File: src/rtl/rpc_pkg.sv
// Shared types for the reconfiguration controller.
package rpc_pkg;

    // Request kind as carried on req_is_prefetch.
    typedef enum logic {
        REQ_EXEC     = 1'b0,
        REQ_PREFETCH = 1'b1
    } req_kind_e;

endpackage

File: src/rtl/rpc_sat_counter.sv
// Saturating event counter.
// Adds one for every cycle inc is high and holds at the all-ones value.
// Assumes a synchronous active-low reset clears it.
module rpc_sat_counter #(
    parameter int W = 32
) (
    input  logic         clk,
    input  logic         rst_n,
    input  logic         inc,
    output logic [W-1:0] count
);
    localparam logic [W-1:0] MAXV = {W{1'b1}};

    // Count events until the top value is reached.
    always_ff @(posedge clk) begin
        if (!rst_n) begin
            count <= '0;
        end else if (inc && (count != MAXV)) begin
            count <= count + W'(1);
        end
    end

    AST_SAT_HOLD: assert property (@(posedge clk) disable iff (!rst_n)
        (count == MAXV) |=> (count == MAXV));

    AST_SAT_STEP: assert property (@(posedge clk) disable iff (!rst_n)
        (inc && (count != MAXV)) |=> (count == $past(count) + W'(1)));

endmodule

File: src/rtl/rpc_slot_tracker.sv
// Configuration slot tracker.
// Holds the number of the configuration that occupies the single slot, a
// valid flag and the cycles left on its load. Any accepted request naming a
// configuration other than the slot's (or any request while the slot is
// empty) discards the slot content and starts a full load. A request naming
// the slot's configuration leaves the countdown running.
// Assumes take is only high when the request is really accepted.
module rpc_slot_tracker #(
    parameter int ID_W  = 4,
    parameter int LAT_W = 16
) (
    input  logic             clk,
    input  logic             rst_n,
    input  logic [LAT_W-1:0] lat,
    input  logic             take,
    input  logic [ID_W-1:0]  take_id,
    output logic             slot_valid,
    output logic [ID_W-1:0]  slot_id,
    output logic             match,
    output logic             idle,
    output logic             last
);
    logic [LAT_W-1:0] remain;
    logic [LAT_W-1:0] eff_lat;
    logic             start;

    // Latency of a new load; zero is raised to one cycle.
    always_comb begin
        eff_lat = (lat == '0) ? LAT_W'(1) : lat;
    end

    // Hit detection and load-start decision for the accepted request.
    always_comb begin
        match = slot_valid && (slot_id == take_id);
        start = take && !match;
        idle  = (remain == '0);
        last  = (remain == LAT_W'(1));
    end

    // Slot contents and load countdown.
    always_ff @(posedge clk) begin
        if (!rst_n) begin
            slot_valid <= 1'b0;
            slot_id    <= '0;
            remain     <= '0;
        end else if (start) begin
            slot_valid <= 1'b1;
            slot_id    <= take_id;
            remain     <= eff_lat;
        end else if (!idle) begin
            remain     <= remain - LAT_W'(1);
        end
    end

    AST_HIT_KEEPS_SLOT: assert property (@(posedge clk) disable iff (!rst_n)
        (take && match) |=> (slot_valid && (slot_id == $past(slot_id))));

    AST_MISS_LOADS: assert property (@(posedge clk) disable iff (!rst_n)
        (take && !match) |=> (!idle && (slot_id == $past(take_id))));

    AST_COUNT_DOWN: assert property (@(posedge clk) disable iff (!rst_n)
        (!idle && !take) |=> (remain == $past(remain) - LAT_W'(1)));

endmodule

File: src/rtl/rpc_host_gate.sv
// Host-side gate for execute requests.
// Lets an execute proceed at once when its configuration is complete, or will
// be complete at the same edge. Otherwise holds the host with stall until
// the slot tracker signals the last load cycle, then releases the execute.
// Assumes no request is accepted while stall is high.
module rpc_host_gate #(
    parameter int ID_W = 4
) (
    input  logic            clk,
    input  logic            rst_n,
    input  logic            take_exec,
    input  logic [ID_W-1:0] take_id,
    input  logic            match,
    input  logic            idle,
    input  logic            last,
    output logic            stall,
    output logic            done,
    output logic [ID_W-1:0] done_id
);
    logic waiting;

    // Track a waiting execute and pulse done when it may proceed.
    always_ff @(posedge clk) begin
        if (!rst_n) begin
            waiting <= 1'b0;
            done    <= 1'b0;
            done_id <= '0;
        end else if (take_exec) begin
            done_id <= take_id;
            if (match && (idle || last)) begin
                waiting <= 1'b0;
                done    <= 1'b1;
            end else begin
                waiting <= 1'b1;
                done    <= 1'b0;
            end
        end else if (waiting && last) begin
            waiting <= 1'b0;
            done    <= 1'b1;
        end else begin
            done    <= 1'b0;
        end
    end

    // Stall is the waiting state itself.
    always_comb begin
        stall = waiting;
    end

    AST_WAIT_RELEASE: assert property (@(posedge clk) disable iff (!rst_n)
        (stall && last) |=> (!stall && done));

    AST_HIT_NO_WAIT: assert property (@(posedge clk) disable iff (!rst_n)
        (take_exec && match && idle) |=> (done && !stall));

endmodule

File: src/rtl/reconf_prefetch_ctrl.sv
// Reconfiguration controller with prefetch for a single-slot coprocessor.
// Accepts execute and prefetch requests from the host one per cycle, keeps
// the slot state, stalls the host while an execute waits for its
// configuration and counts overhead cycles.
// Assumes the host holds a request stable while req_valid is high and
// req_ready is low.
module reconf_prefetch_ctrl #(
    parameter int ID_W  = 4,
    parameter int LAT_W = 16,
    parameter int CNT_W = 32
) (
    input  logic             clk,
    input  logic             rst_n,
    input  logic [LAT_W-1:0] load_latency,
    input  logic             req_valid,
    output logic             req_ready,
    input  logic             req_is_prefetch,
    input  logic [ID_W-1:0]  req_cfg,
    output logic             stall,
    output logic             op_done,
    output logic [ID_W-1:0]  op_cfg,
    output logic [CNT_W-1:0] stall_cycles,
    output logic [CNT_W-1:0] prefetch_issues
);
    import rpc_pkg::*;

    req_kind_e       kind;
    logic            take;
    logic            take_exec;
    logic            take_pf;
    logic            slot_valid;
    logic [ID_W-1:0] slot_id;
    logic            match;
    logic            idle;
    logic            last;

    // Handshake and request decode.
    always_comb begin
        kind      = req_kind_e'(req_is_prefetch);
        req_ready = !stall;
        take      = req_valid && req_ready;
        take_exec = take && (kind == REQ_EXEC);
        take_pf   = take && (kind == REQ_PREFETCH);
    end

    rpc_slot_tracker #(
        .ID_W  (ID_W),
        .LAT_W (LAT_W)
    ) u_slot (
        .clk        (clk),
        .rst_n      (rst_n),
        .lat        (load_latency),
        .take       (take),
        .take_id    (req_cfg),
        .slot_valid (slot_valid),
        .slot_id    (slot_id),
        .match      (match),
        .idle       (idle),
        .last       (last)
    );

    rpc_host_gate #(
        .ID_W (ID_W)
    ) u_gate (
        .clk       (clk),
        .rst_n     (rst_n),
        .take_exec (take_exec),
        .take_id   (req_cfg),
        .match     (match),
        .idle      (idle),
        .last      (last),
        .stall     (stall),
        .done      (op_done),
        .done_id   (op_cfg)
    );

    rpc_sat_counter #(
        .W (CNT_W)
    ) u_stall_cnt (
        .clk   (clk),
        .rst_n (rst_n),
        .inc   (stall),
        .count (stall_cycles)
    );

    rpc_sat_counter #(
        .W (CNT_W)
    ) u_pf_cnt (
        .clk   (clk),
        .rst_n (rst_n),
        .inc   (take_pf),
        .count (prefetch_issues)
    );

    AST_DONE_RESIDENT: assert property (@(posedge clk) disable iff (!rst_n)
        op_done |-> (slot_valid && (slot_id == op_cfg) && idle));

    AST_PF_NO_STALL: assert property (@(posedge clk) disable iff (!rst_n)
        take_pf |=> !stall);

    AST_STALL_FREEZES_SLOT: assert property (@(posedge clk) disable iff (!rst_n)
        stall |=> (slot_id == $past(slot_id)));

endmodule

File: config.mk
export PLATFORM = sky130hd
export DESIGN_NAME = reconf_prefetch_ctrl
export DESIGN_NICKNAME = d
export VERILOG_FILES = /design/src/rtl/rpc_pkg.sv /design/src/rtl/rpc_sat_counter.sv /design/src/rtl/rpc_slot_tracker.sv /design/src/rtl/rpc_host_gate.sv /design/src/rtl/reconf_prefetch_ctrl.sv
export SDC_FILE = /design/constraint.sdc
export NUM_CORES = 1
export LEC_CHECK = 0
export ABC_CLOCK_PERIOD_IN_PS = 2200
export BUFFER_PORTS_ARGS = -buffer_cell sky130_fd_sc_hd__clkbuf_2
export CORE_AREA = 2 2 143 145
export DETAILED_ROUTE_END_ITERATION = 8
export DIE_AREA = 0 0 145 147
export GPL_TIMING_DRIVEN = 0
export SYNTH_ARGS = -nofsm -noshare
export SYNTH_HDL_FRONTEND = slang
export SYNTH_SLANG_ARGS = --single-unit
File: constraint.sdc
create_clock -name clk -period 2.2 [get_ports clk]
set_input_delay 0.11 -clock clk [delete_from_list [all_inputs] [get_ports clk]]
set_output_delay 0.11 -clock clk [all_outputs]
set_load 0.03 [all_outputs]
==> key figures, run 1 <==
Clock tree
  – H-tree levels: 3
  – Clock sink count: 91
  – Clock root buffer: clkbuf_16
  – Clk pin slew, worst setup/hold paths: 0.07 ns
  – CTS tree: built
  – Clock latency on the worst-skew pair: 0.35 ns
  – Maximum clock path buffer count: 2
  – Total CTS buffers: 9

Power
  – Maximum vdd ir drop: approximately 0.33 mV
  – Leak: ~0.0023 µW
  – Tot Pwr: 4000 µW
  – Pwr per Cell Area: ~650 nW/µm²

Detailed routing
  – Initial DRC count: about 200
  – WL per Instance: 15.1 µm
  – Initial DRT Pass Iterations: 4
  – Number of vias in the routed layout: between 4,000 and 5,000
  – DR vias/cell: 4.86
  – Final WL: approximately 14,000 µm
  – Routed Antenna Nets: 0
  – DRC: 0

STA
  – Final Critical Period: 2.13 ns
  – Final Hold Vio Count: 0
  – Final period utilization: 96.8%
  – Fin worst setup slack: 0.0694 ns
  – Clk_skew: between 0.007 and 0.008 ns
  – RSZ-0062 raised after global routing: true
  – Worst-Margin Slew: 0.684 ns
  – Max transition margin: a little over half
  – Pins Over Slew Limit: 0
  – Fmax: 469 MHz
  – Final setup fails: 0

Setup path
  – Worst stage delay on the critical path: 0.58 ns
  – Setup crit end kind: register
  – Crit-path cells: nand4_2, or4_1, buf_6, a2111oi_4, xnor2_1, nor2_1
  – CP max FO: 9
  – Critical Path Slowest Stage Cell: or4_1
  – WS Path Type: reg2reg
  – Critical Path AT: 2.35 ns
  – Worst endpoint required time: 2.41 ns
  – Critical path launch point type: register

Floorplanning
  – Core box area: 19,800 µm²
  – Num rows: 52
  – Die X: 145 µm
  – Io pins: 95
  – Die Ht: 147 µm
  – Starting Density: around a quarter
  – Total Die Area: 21,300 µm²

Cells and area
  – Layout Area Growth over Synthesis: 26.8%
  – Share of post-route cells with drive strength above 1: between 20% and 30%
  – Final core occ: slightly above 30%
  – Most frequent cells in the layout: 95 x clkbuf_2, 78 x dfxtp_1, 56 x nand2_1
  – Antenna fix cells: 0
  – Final net count: about 700
  – Commonest non-fill, non-tap cell in the layout: clkbuf_2

Yosys
  – Syn_area_per_cell: 8.60 µm²
  – Synthesized netlist cell count: around 570
  – Syn Nets: 596
  – Register bit total from synthesis: 91
  – Post-synth EDFFs: 0
  – Top FF cell, synth: dfxtp_1
  – Yosys warns: 0
  – Adder-Cell Fraction of Synth Area: 1.03%
  – Main combinational cell family by area after synthesis: simple AND/OR/NAND/NOR gates
  – Post-synth ARST share: 0%
  – Synthesized cell area: 4880 µm²
  – Multiplexer area fraction after synthesis: 2.46%
  – Netlist cell types: 63
  – Seq/Total Area, Yosys: 37.3%
  – Synth Area in Compound Gates: between 10% and 20%
  – Simple-Gate Fraction of Synth Area: between 30% and 40%
  – Xor/xnor share of the synthesized area: 5.92%

Global routing
  – Initial antenna violation count: 0
  – Vias in the first global route: ~4,400
  – First-pass GRT wire length: 23,200 µm
  – Global route overflow: 0
  – Pin count of the biggest net entering global routing: 15
  – GR Util All Layers: 13.6%

Placement
  – Pre-CTS setup slack: -0.186 ns
  – Port bufs: 94
  – Final Wtd Congestion: 0.799
  – Post-DP HPWL: 10,700 µm

Status
  – Outcome: completed

Flow run
  – Max Cap Viol: 0

Min path
  – Worst hold path class: in2reg
==> final cells by class <==
cell class              count  area [µm²]
fillers                  2106       13700
multi-input cells         433        2910
clock buffers              12         246
plain buffers              30         166
inverters                  13        48.8
clock inverters             4        73.8
well taps                 270         338
flip-flops and latches     91        1840
repair buffers            106         568
==> cells by family (layout without fill, tap and decap cells) <==
kind of cell               after synthesis  count (layout)
buffers and inverters                   44             165
AOI/OAI and AO/OA                      129             129
and+or+nand+nor                        255             255
DFF                                     91              91
muxes                                   12              12
adders and majority gates                4               4
xor gates and xnor gates                33              33
==> where the power goes <==
part           leakage (µW)  switching (µW)  internal [µW]  total [µW]
Sequential         0.000745            82.7           1710        1790
Clock              0.000157             668           1030        1700
Combinational       0.00140             303            204         507
==> worst max-delay path, delay by kind of cell (launching register included) <==
kind                      cells  cell delay, ns
AOI/OAI and AO/OA             1            0.36
xor gates and xnor gates      1            0.16
and+or+nand+nor               3            0.84
buffers and inverters         1            0.17
DFF                           1            0.46
==> state kept, by name, indices dropped and copies added, names as in the netlist <==
name and flops:
u_stall_cnt.count 32, u_slot.slot_id 4, u_gate.stall 1, u_slot.remain 16, u_gate.done_id 4, u_pf_cnt.count 32, u_gate.done 1, u_slot.slot_valid 1
==> metal layers <==
layer	share of wire (%)	vias up	global-route usage, %
met5	0	-	0
met1	48	2200	18.3
met4	1.2	0	3.96
met3	5.1	13	3.45
li1	-	2354	-
met2	46	96	21.5
==> worst paths after layout <==
check / startpoint / end / slack [ns] / cells after the start
worst max-delay path: u_stall_cnt.count[9] / u_stall_cnt.count[30] / 0.07 / 6
worst min-delay path: load_latency[3] / u_slot.remain[3] / 0.01 / 3
worst max register to register: u_stall_cnt.count[9] / u_stall_cnt.count[30] / 0.07 / 6
worst min register to register: u_slot.slot_id[0] / u_slot.slot_id[0] / 0.47 / 2
==> through the flow <==
step | setup TNS, ns | area, µm² | instances | hold WS (ns)
floorplan | 0 | 4880 | 568 | 0.246
global placement | -1.77 | 5690 | 932 | 0.352
detailed placement | -2.17 | 5690 | 932 | 0.363
CTS | 0 | 6090 | 954 | 0.00339
global route | -0.0262 | 6190 | 959 | 0.0289
finish | 0 | 6190 | 959 | 0.0149
==> cells in the mapped netlist (3+ instances only) <==
cell,count,area [µm²]
nand4_2,3,37.5
dfxtp_1,91,1820
nor2b_1,3,18.8
a211oi_1,8,60.1
and3_1,8,50.1
nor2_1,42,158
or4_1,25,188
ha_1,4,50.1
a31o_2,3,26.3
buf_6,5,56.3
or3_1,9,56.3
mux2i_1,12,120
buf_4,3,22.5
inv_1,13,48.8
nor4_1,15,93.8
nand2b_1,8,50.1
a31oi_1,3,18.8
nand2_1,59,221
xor2_1,5,43.8
nor3_1,11,55.1
nand4_1,13,81.3
nand4_4,3,63.8
o21ai_0,18,90.1
nand3_1,20,100
nor4_4,3,63.8
buf_2,3,15.0
and2_1,6,37.5
o211ai_1,5,37.5
o21a_1,6,45.0
or2_2,4,25.0
o21ai_1,3,15.0
o31ai_1,17,128
clkbuf_1,20,75.1
a21oi_1,48,240
and4_1,8,70.1
xnor2_1,28,245
==> repair_timing <==
action	4_1_cts	5_1_grt
resized for setup	5	22
pin swaps	2	3
cloned	0	0
hold buffers	3	0
hold endpoints to repair	3	0
buffers inserted	3	6
setup endpoints to repair	25	46
Power figures use the tool's default switching activity.
==> run 2, diff against run 1 <==
--- a/config.mk
+++ b/config.mk
@@ -6,5 +6,5 @@
 export NUM_CORES = 1
 export LEC_CHECK = 0
-export ABC_CLOCK_PERIOD_IN_PS = 2200
+export ABC_CLOCK_PERIOD_IN_PS = 1800
 export BUFFER_PORTS_ARGS = -buffer_cell sky130_fd_sc_hd__clkbuf_2
 export CORE_AREA = 2 2 143 145
==> constraint.sdc (replaced) <==
create_clock -name clk -period 1.8 [get_ports clk]
set_input_delay 0.45 -clock clk [delete_from_list [all_inputs] [get_ports clk]]
set_output_delay 0.45 -clock clk [all_outputs]
set_load 0.03 [all_outputs]
==> key figures, run 2 (synthesis results as in run 1) <==
Setup path
  – Worst endpoint required time: 2.08 ns (-0.33 ns)
  – Critical path launch point type: register
  – Reg2reg setup slack: -0.11 ns (-0.18 ns)
  – CP max FO: 4 (-5)
  – WS Path Type: reg2reg
  – Reg-to-reg startpoint: u_pf_cnt.count[10]
  – Critical Path AT: 2.19 ns (-0.16 ns)
  – CP Launch Point: u_pf_cnt.count[10]
  – Setup crit end kind: register

Floorplanning
  – Starting Density: 24.6% (unchanged)
  – Num rows: 52 (unchanged)
  – Die Ht: 147 µm (unchanged)
  – Io pins: 95 (unchanged)
  – Die X: 145 µm (unchanged)
  – Total Die Area: 21,300 µm² (unchanged)
  – Core box area: 19,800 µm² (unchanged)

STA
  – Final setup fails: 19 (+19)
  – Pins Over Slew Limit: 0 (unchanged)
  – Final Hold Vio Count: 0 (unchanged)
  – Fin worst setup slack: -0.108 ns (-0.177 ns)
  – Worst-Margin Slew: 0.690 ns (+0.00537 ns)
  – Max transition margin: 54.0% (-0.36 points)
  – Clk_skew: 0.0114 ns (+0.00396 ns)
  – RSZ-0062 raised after global routing: true
  – Fmax: 524 MHz (+12%)
  – Final Critical Period: 1.91 ns (-0.223 ns)
  – Final period utilization: 106% (+9.1 points)
  – Setup TNS: -0.957 ns (-0.957 ns)
  – Min Hold Slack: 0.327 ns (+0.312 ns)

Cells and area
  – Final core occ: 38.2% (+7.1 points)
  – Fill cells: 1,953 (-7.3%)
  – Top flop regs: u_pf_cnt.count (32), u_stall_cnt.count (32), u_slot.remain (16)
  – Layout Area Growth over Synthesis: 55.5%
  – Most frequent cells in the layout: 102 x clkbuf_2, 84 x buf_4, 53 x nand2_1
  – Share of post-route cells with drive strength above 1: 52.1% (+26 points)
  – Multi-input logic area: 3460 µm² (+19%)
  – Final net count: 794 (+12%)
  – Antenna fix cells: 0 (unchanged)
  – FF/Latch Area: 2000 µm² (+8.6%)
  – Final instance area: 7590 µm² (+23%)
  – Commonest non-fill, non-tap cell in the layout: clkbuf_2

Detailed routing
  – Initial DRT Pass Iterations: 4 (unchanged)
  – DR vias/cell: 4.94 (+1.6%)
  – Initial DRC count: 311 (+55%)
  – Number of vias in the routed layout: 5,143 (+10%)
  – WL per Instance: 16.4 µm (+8.4%)
  – Final WL: 17,000 µm (+18%)
  – DRC: 0 (unchanged)
  – Routed Antenna Nets: 0 (unchanged)

Clock tree
  – CTS Hold Bufs: 0 (-3)
  – Clock latency on the worst-skew pair: 0.36 ns (about the same)
  – Clock root buffer: clkbuf_16
  – H-tree levels: 3 (unchanged)
  – Total CTS buffers: 9 (unchanged)
  – Clock sink count: 91 (unchanged)
  – Clk pin slew, worst setup/hold paths: 0.07 ns (about the same)
  – CTS tree: built
  – Maximum clock path buffer count: 2 (unchanged)

Min path
  – Hold_sp: load_latency[1]
  – Worst hold path class: in2reg

Power
  – Maximum vdd ir drop: 0.337 mV (+2.4%)
  – Pwr per Cell Area: 629 nW/µm² (-2.6%)
  – Leak: 0.00289 µW (+26%)

Global routing
  – Pin count of the biggest net entering global routing: 16 (+1)
  – Global route overflow: 0 (unchanged)
  – GR Util All Layers: 14.9% (+1.3 points)
  – Vias in the first global route: 4,738 (+8.7%)
  – Initial antenna violation count: 0 (unchanged)
  – First-pass GRT wire length: 25,500 µm (+10%)

Placement
  – Final Wtd Congestion: 0.790 (-1.2%)
  – Post-DP HPWL: 10,600 µm (-0.46%)
  – Port bufs: 94 (unchanged)
  – Placed standard-cell area: 5910 µm² (+3.8%)
  – Pre-CTS setup slack: -0.464 ns (-0.278 ns)

Flow run
  – Max Cap Viol: 0 (unchanged)

Status
  – Outcome: finished with violations
  – Failing checks: negative setup slack
==> run 2: cell types whose count changed in the layout (fill, tap and decap cells not counted), moves of 13 or more <==
cell / before / now
dfxtp_4: 0 / 37
dfxtp_2: 13 / 29
clkbuf_1: 20 / 7
buf_4: 12 / 84
a21oi_2: 0 / 13
a21oi_1: 48 / 34
or4_4: 0 / 13
buf_6: 5 / 20
dfxtp_1: 78 / 25
or4_1: 25 / 12
==> run 2: timing repair <==
action                     CTS  global route
setup buffers               55            37
pin swaps                   27            51
setup endpoints to repair   82            80
gates cloned                 2             3
gates resized for setup     69           106
==> run 2: worst max-delay path, stage by stage (launching register included) <==
cell     delay, ns
dfxtp_4       0.36
and4_1        0.22
buf_6         0.13
nand4_4       0.09
or4b_4        0.56
or3_4         0.34
a21oi_2       0.12
==> run 2: final cells by class <==
type,instances,share of cell area [%]
flip-flops and latches,91,26.3
multi-input cells,433,45.5
plain buffers,27,2.72
clock buffers,10,3.02
clock inverters,6,0.544
repair buffers,191,16.7
well taps,270,4.45
inverters,13,0.709
==> run 2: where the power goes <==
group / switching [µW] / internal, µW / leakage [µW]
registers: 120 / 2050 / 0.000782
clock network: 863 / 938 / 0.000133
logic: 430 / 373 / 0.00198
total: 1410 / 3360 / 0.00289
==> run 2: stage by stage <==
step                      power (µW)  instances
final                           4770       1041
after global routing            4970       1041
after CTS                       4710       1002
after detailed placement        2800        932
after global placement          2800        932
after floorplan                 2620        568
==> run 2: worst paths after layout <==
kind | to | cells past startpoint
worst max-delay path | u_pf_cnt.count[26] | 6
worst min-delay path | u_slot.remain[1] | 3
worst max register to register | u_pf_cnt.count[26] | 6
worst min register to register | u_slot.slot_id[0] | 2
==> run 2: routing by layer <==
| layer | vias to the layer above | part of all wire, % | GRT usage [%] |
|---|---|---|---|
| met5 | - | 0 | 0 |
| met4 | 0 | 2.2 | 5.89 |
| met3 | 26 | 3.9 | 2.95 |
| met2 | 102 | 49 | 25.0 |
| met1 | 2490 | 45 | 18.8 |
| li1 | 2525 | - | - |
